<file path="src/rtl/ppc_ctrl.sv">
module ppc_ctrl #(
  parameter int AW       = 15,
  parameter int NAW      = 12,
  parameter int NKEY     = 5,
  parameter int NORM_CYC = 4,
  parameter int EXP_CYC  = 16,
  parameter logic [7:0] REG_BASE = 8'h80,
  parameter logic [7:0] CFG_INIT = 8'hF8
) (
  input  logic              clk,
  input  logic              rst_n,
  input  logic              pin_rst,
  input  logic              pin_psen,
  input  logic              pin_prog,
  input  logic              pin_ea,
  input  logic              pin_ea_vpp,
  input  logic [2:0]        mode_sel,
  input  logic [AW-1:0]     port_addr,
  input  logic [7:0]        port_din,
  output logic [7:0]        port_dout,
  output logic              port_doe,
  output logic              busy,
  output logic              mem_we,
  output logic              mem_re,
  output logic [AW-1:0]     mem_addr,
  output logic [7:0]        mem_wdata,
  input  logic [7:0]        mem_rdata,
  output logic [7:0]        cfg_out,
  output logic [8*NKEY-1:0] key_out,
  output logic              init_done
);
  localparam int CW = $clog2(EXP_CYC + 1);
  localparam logic [CW-1:0] NORM_LD = CW'(NORM_CYC);
  localparam logic [CW-1:0] EXP_LD  = CW'(EXP_CYC);

  logic          prog_q;
  logic [CW-1:0] cnt;
  logic [7:0]    cfg_q;
  logic [7:0]    key_q [NKEY];
  logic          rd_reg_q;
  logic [7:0]    reg_val_q;

  wire ea_hi = pin_ea & ~pin_ea_vpp;
  wire pg_ok = pin_rst & ~pin_psen & ~pin_prog & pin_ea_vpp;
  wire vx_ok = pin_rst & ~pin_psen & pin_prog & ea_hi;

  wire m_prog  = pg_ok & mode_sel[2] & ~mode_sel[1];
  wire m_sec   = pg_ok & mode_sel[2] & mode_sel[1];
  wire m_xprog = pg_ok & (mode_sel == 3'b010);
  wire m_rprog = pg_ok & (mode_sel == 3'b011);
  wire m_ver   = pin_rst & ea_hi & (mode_sel[2:1] == 2'b00);
  wire m_xver  = vx_ok & (mode_sel == 3'b010);
  wire m_rver  = vx_ok & (mode_sel == 3'b011);

  wire [7:0] off     = port_addr[7:0] - REG_BASE;
  wire       reg_hit = (port_addr[AW-1:8] == '0) && (port_addr[7:0] >= REG_BASE) &&
                       (off <= 8'(NKEY));

  assign busy = (cnt != '0);
  wire fall = prog_q & ~pin_prog;
  wire go   = fall & ~busy & (m_prog | m_sec | m_xprog | (m_rprog & reg_hit));
  wire go_mem = go & (m_prog | m_xprog);
  wire go_cfg = go & m_rprog & (off == 8'd0);

  wire [AW-1:0] nrm_addr = {{(AW-NAW){1'b0}}, port_addr[NAW-1:0]};

  always_ff @(posedge clk or negedge rst_n) begin
    if (!rst_n) begin
      prog_q <= 1'b1;
      cnt    <= '0;
    end else begin
      prog_q <= pin_prog;
      if (go)        cnt <= m_xprog ? EXP_LD : NORM_LD;
      else if (busy) cnt <= cnt - 1'b1;
    end
  end

  always_ff @(posedge clk or negedge rst_n) begin
    if (!rst_n) begin
      cfg_q     <= CFG_INIT;
      init_done <= 1'b0;
    end else begin
      if (go & (m_prog | m_sec) & ~init_done) begin
        cfg_q[7:3] <= 5'b00010;
        init_done  <= 1'b1;
      end
      if (go & m_sec) cfg_q[0] <= 1'b1;
      if (go_cfg)     cfg_q <= {port_din[7:1], port_din[0] | cfg_q[0]};
    end
  end

  for (genvar k = 0; k < NKEY; k++) begin : g_key
    always_ff @(posedge clk or negedge rst_n) begin
      if (!rst_n)                                    key_q[k] <= 8'h00;
      else if (go & m_rprog & (off == 8'(k + 1)))    key_q[k] <= port_din;
    end
    assign key_out[8*k +: 8] = key_q[k];
  end

  always_ff @(posedge clk or negedge rst_n) begin
    if (!rst_n) begin
      mem_we    <= 1'b0;
      mem_re    <= 1'b0;
      mem_addr  <= '0;
      mem_wdata <= 8'h00;
      port_doe  <= 1'b0;
      rd_reg_q  <= 1'b0;
      reg_val_q <= 8'h00;
    end else begin
      mem_we   <= go_mem;
      mem_re   <= m_ver | m_xver;
      port_doe <= m_ver | m_xver | (m_rver & reg_hit);
      rd_reg_q <= m_rver & reg_hit;
      reg_val_q <= (off == 8'd0) ? cfg_q : 8'h00;
      if (go_mem) begin
        mem_addr  <= m_xprog ? port_addr : nrm_addr;
        mem_wdata <= port_din;
      end else if (m_ver) begin
        mem_addr <= nrm_addr;
      end else if (m_xver) begin
        mem_addr <= port_addr;
      end
    end
  end

  assign port_dout = rd_reg_q ? reg_val_q : mem_rdata;
  assign cfg_out   = cfg_q;

  p_we_single_r2: assert property (@(posedge clk) disable iff (!rst_n)
    mem_we |=> !mem_we);
  p_we_busy_r6: assert property (@(posedge clk) disable iff (!rst_n)
    mem_we |-> busy);
  p_we_no_drive_r3: assert property (@(posedge clk) disable iff (!rst_n)
    mem_we |-> !port_doe);
  p_init_sticky_r5: assert property (@(posedge clk) disable iff (!rst_n)
    init_done |=> init_done);
  p_lock_sticky_r11: assert property (@(posedge clk) disable iff (!rst_n)
    cfg_out[0] |=> cfg_out[0]);
  p_cnt_bound_r10: assert property (@(posedge clk) disable iff (!rst_n)
    cnt <= EXP_LD);
  p_busy_hold_r10: assert property (@(posedge clk) disable iff (!rst_n)
    (busy && $past(busy)) |-> $stable(mem_wdata));
endmodule

</file>
<file path="config.mk">
export PLATFORM = sky130hd
export DESIGN_NAME = ppc_ctrl
export DESIGN_NICKNAME = d
export VERILOG_FILES = /design/src/rtl/ppc_ctrl.sv
export SDC_FILE = /design/constraint.sdc
export NUM_CORES = 1
export LEC_CHECK = 0
export BUFFER_PORTS_ARGS = -buffer_cell sky130_fd_sc_hd__buf_2
export CORE_MARGIN = 3
export CORE_UTILIZATION = 30
export CTS_CLUSTER_SIZE = 40
export DETAILED_ROUTE_END_ITERATION = 10
export SLEW_MARGIN = 40
export SYNTH_ARGS = -nofsm -noshare
export SYNTH_HDL_FRONTEND = slang
export SYNTH_SLANG_ARGS = --single-unit
</file>
<file path="constraint.sdc">
create_clock -name clk -period 2.14 [get_ports clk]
set_input_delay 0.428 -clock clk [delete_from_list [all_inputs] [get_ports clk]]
set_output_delay 0.428 -clock clk [all_outputs]
set_load 0.03 [all_outputs]
</file>
# After elaboration in Yosys (flattened, before gate mapping)
# Index checks and enable logic that the tools add are counted.
# totals
wordCells	95
regBits	90
# op_classes
n_lt_le_gt_ge	2
add_sub_neg	2
n_reduce_logical	10
eq_ne	7
muxes	12
bitwise_logic	44
# ops
operator	count
$mux 15	4
$and 1x1->1	31
$mux 8	3
$mux 5	4
$eq 8x2->1 const B	2
$eq 8x3->1 const B	2
$eq 8x1->1 const B	1
$ge 8x8->1 const B	1
$le 8x3->1 const B	1
$logic_not 8->1	1
$sub 8x8->8 const B	1
$logic_not 7->1	1
$or 1x1->1	7
$eq 3x2->1 const B	2
$not 1->1	6
$reduce_bool 2->1	3
$reduce_bool 5->1	1
$sub 5x1->5 const B	1
$reduce_bool 3->1	1
$logic_and 1x1->1	2
$logic_not 2->1	1
$mux 1	1

# Logic depth before layout (Yosys ltp)
# logic_depth
word_depth	14
mapped_depth	9
mapped_depth_nobuf	8

# Worst setup path after synthesis
# No wires, ideal clock.
# synth_timing
path_kind	reg-to-reg
start	register cnt[0]
end	register mem_wdata[1]
setup_time_ns	0.125
t_required_ns	2.015
period_less_slack_ns	2.290
t_arrival_ns	2.165
n_path_buf	1
slack_ns	-0.150
stages_incl_launch_ff	8
cell_sequence	dfrtp_1 inv_1 ha_1 nor4b_4 inv_1 a2111oi_4 buf_2 mux2_2
# synth_via
elab_chain_len	5
# synth_lines
item	line	source
from (decl)	37	logic [CW-1:0] cnt;
from (signal assigned)	73	if (go) cnt <= m_xprog ? EXP_LD : NORM_LD;
from (signal assigned)	74	else if (busy) cnt <= cnt - 1'b1;
$reduce_bool 5->1	59	assign busy = (cnt != '0);
named net busy	22	output logic busy,
$not 1->1	61	wire go = fall & ~busy & (m_prog | m_sec | m_xprog | (m_rprog & reg_hit));
$and 1x1->1 (2 in a row)	61	
$and 1x1->1	62	wire go_mem = go & (m_prog | m_xprog);
named net go_mem	62	
to (signal assigned)	117	mem_wdata <= port_din;
to (decl)	26	output logic [7:0] mem_wdata,
# The timed path passes the listed nets, and every way through them passes these cells.
# A chain may end at the register's enable or synchronous reset.

# Worst setup path in the final report
# layout_timing
start	register cnt[0]
end	register key_q (netlist bit key_out[18])
# layout_via
elab_chain_len	6
# layout_lines
item	line	source
$reduce_bool 5->1	59	
$not 1->1	61	
$and 1x1->1 (2 in a row)	61	
$and 1x1->1 (2 in a row)	95	else if (go & m_rprog & (off == 8'(k + 1))) key_q[k] <= port_din;
to (signal, indexed assignment)	95	
to (decl)	39	logic [7:0] key_q [NKEY];
# Every way passes these cells.

==> impl_metrics.csv <==
group,metric,value,unit
timing,maxSlewHeadroom,57.3,%
cells_and_area,n_fill_cell,1167,
grt,antenna_found_initial,0,
critical_path,critical_path_class,"reg2reg",
synth,synthTopCellsByArea,"dfrtp_1 (56%), mux2_2 (21%), dfstp_2 (4.2%)",
timing,clock-skew-final,6.87,ps
floorplanning,rows,40,
clocking,cts_sinks,90,
placed_design,place_hpwl,7520,um
grt,grt_max_degree,54,
cells_and_area,finalInstanceArea,5320,um2
detailed_routing,first_pass_iters,4,
grt,grtUsageTotal,14.7,%
clocking,worstSkewPairLatency,340,ps
outcome,violations,"setup timing",
critical_path,critPathSlowestCell,"dfrtp_1",
synth,synthCells,262,
critical_path,worstPathRequired,2370,ps
detailed_routing,drt_iter0_markers,104,
critical_path,reg2reg_setup_slack,-100,ps
clocking,cts_made_buffers,9,
clocking,htreeDepth,3,
synth,synth_edf_count,0,
floorplanning,dieHeight,118,um
synth,ys_seq_area_share,59.9,%
synth,ys_warn_count,0,
critical_path,rr_worst_depth,9,
detailed_routing,vias_per_cell,4.54,
power_and_ir_drop,power.leakage,2.82,nW
timing,setup_viol,45,
critical_path,critPathLaunch,"cnt[0]",
min_path,hold_path_class,"in2reg",
synth,yosys.area.top_type_share,55.8,%
placed_design,placed_cell_area,4870,um2
job,maxCapViolCount,0,
cells_and_area,diodes,0,
placed_design,portBuffers,124,
critical_path,crit_path_end_kind,"flip-flop",
floorplanning,io_pins,125,
synth,ys_ff_latch,90,
floorplanning,core,12200,um2
outcome,status,"finished with violations",
timing,period_share,105,%
synth,yosysTopAreaCell,"dfrtp_1",
timing,worst_pin_slew,638,ps
grt,grt_pass1_vias,3000,
floorplanning,die_w,118,um
critical_path,cp_max_fo,8,
critical_path,endpoint,"key_out[18]",
grt,grt.overflow.total,0,
power_and_ir_drop,finalPower,4.54,mW
critical_path,worstPathCellList,"inv_2 > ha_4 > nor4b_4 > nand4_1 > nor4_4 > buf_6 > buf_6 > nand4b_4 > mux2_4",
critical_path,path_common_cell,"buf_6",
detailed_routing,drt_wl_total,9860,um
timing,grt_setup_unrepaired,"true",
floorplanning,die_area,13900,um2
synth,ys.flop_type,"dfrtp_1",
timing,fin_ws,-99.2,ps
synth,ys_types,44,
critical_path,cp_slowest_stage_delay,390,ps
synth,syn_area,3770,um2
timing,hold_violations,0,
timing,period_needed,2240,ps
critical_path,critPathArrivalTime,2470,ps
timing,finalMaxSlewViolations,0,
detailed_routing,drc,0,
clocking,clockBufferDepth,2,
placed_design,gp_congestion,0.844,
clocking,clk_pin_slew_worst_paths,60,ps
critical_path,cp_top_family,"simple AND/OR/NAND/NOR gates",
placed_design,dp_slack,-254,ps
clocking,cts_tree,"built",
critical_path,cp.buffers_inverters,3,
synth,syn_area_per_cell,14.4,um2
critical_path,critPathLaunchType,"flip-flop",
power_and_ir_drop,vdd_drop_max,401,uV
synth,synth_nets,304,
clocking,cts-root-buf,"clkbuf_16",
cells_and_area,syn_to_final_growth,41.0,%
power_and_ir_drop,power.density,855,nW/um2
synth,async_reset_ff_share,100,%
critical_path,timing.rr.start,"cnt[0]",
cells_and_area,layout-drive-gt1-share,61.7,%
critical_path,rr_endpoint,"key_out[18]",
detailed_routing,ant_nets,0,
timing,fmax,447,MHz
grt,grt_pass1_wl,16100,um
critical_path,cp_num_cells,9,
detailed_routing,avgRoutedWirePerCell,16.4,um
detailed_routing,vias,2730,
cells_and_area,nets,471,
floorplanning,initial_core_util,31.0,%
per-stage QoR:
stage | util (%) | setup TNS (ps) | hold slack [ps] | instances
global placement | 40.1 | -10520 | 306 | 581
finish | 43.7 | -2040 | 323 | 601
floorplan | - | -2670 | 132 | 262
CTS | 43.2 | -1080 | 308 | 599
detailed placement | 40.1 | -11620 | 312 | 581
global route | 43.7 | -7250 | 327 | 601
where the power goes:
group          leakage, nW  switching, mW  internal (mW)  total [mW]
Combinational         1.47          0.543          0.387       0.930
Clock                0.146          0.638           1.02        1.66
Sequential            1.20          0.100           1.85        1.95
cells by family after synthesis:
logic type               count (synthesis)  synth area share, %
buffers and inverters                   16                 1.83
multiplexers                            75                 22.3
XOR/XNOR                                 2                0.465
AND/OR/NAND/NOR                         57                 11.3
AO/OA/AOI/OAI                           21                 3.92
adder cells (fa/ha/maj)                  1                0.332
flip-flops                              90                 59.9
cell usage in the layout, fill, tap and decap left out, types with 3 or more instances in the layout:
master       n
a21oi_1      5
and2_1       9
buf_12       4
buf_2      123
buf_4       29
buf_6        6
clkbuf_16    9
dfrtp_1     84
dfstp_2      6
inv_1        8
mux2_2      66
mux2_4       5
mux2i_1      4
nand2_1      6
nand4_1      3
nor2_1       6
nor3_1       4
nor3b_1      3
o21ai_0      8
cells in the mapped netlist, types with 3 or more instances:
library cell and instances:
dfrtp_1 84, mux2_2 71, and2_1 9, inv_1 9, o21ai_0 8, dfstp_2 6
nand2_1 6, nor2_1 6, a21oi_1 5, nor3_1 5, buf_2 4, mux2i_1 4
nand4_1 3, nand4bb_1 3, nor3b_1 3
final cells by class:
cell class	instances	area (um2)	area share, %
Clock inverter	4	76.3	1.44
Sequential cell	90	2260	42.5
Timing Repair Buffer	163	991	18.6
Clock buffer	11	233	4.38
Multi-Input combinational cell	156	1510	28.5
Tap cell	168	210	3.95
Inverter	9	33.8	0.635
per-layer routing:
metal	share of wire [%]	GRT usage (%)	wire, um	up-vias
met5	0	0	0	-
met4	1.1	3.81	106	0
met3	6.1	5.72	598	8
met2	52	24.8	5160	67
met1	41	17.5	3990	1379
li1	-	-	-	1276
flip-flops by register name (all words and copies together) (netlist names), 5 cells and up:
signal     cells
mem_wdata      8
reg_val_q      8
cfg_out        8
key_out       40
mem_addr      15
cnt            5
how the worst min path moves through the flow:
stage	from	to	slack (ps)	depth (start not counted)
after floorplan	rst_n	cfg_out[0]	130	0
after global placement	rst_n	mem_re	310	1
after detailed placement	rst_n	mem_re	310	1
after CTS	pin_prog	prog_q	310	2
after global routing	pin_prog	prog_q	330	2
final	pin_prog	prog_q	320	2
repair_timing:
item | CTS | global route
hold endpoints to repair | 14 | 0
pin swaps | 2 | 2
setup endpoints to repair | 67 | 74
setup buffers | 2 | 2
hold buffers | 1 | 0
resized for setup | 10 | 5
No activity file was read; power rests on OpenSTA's default activity.
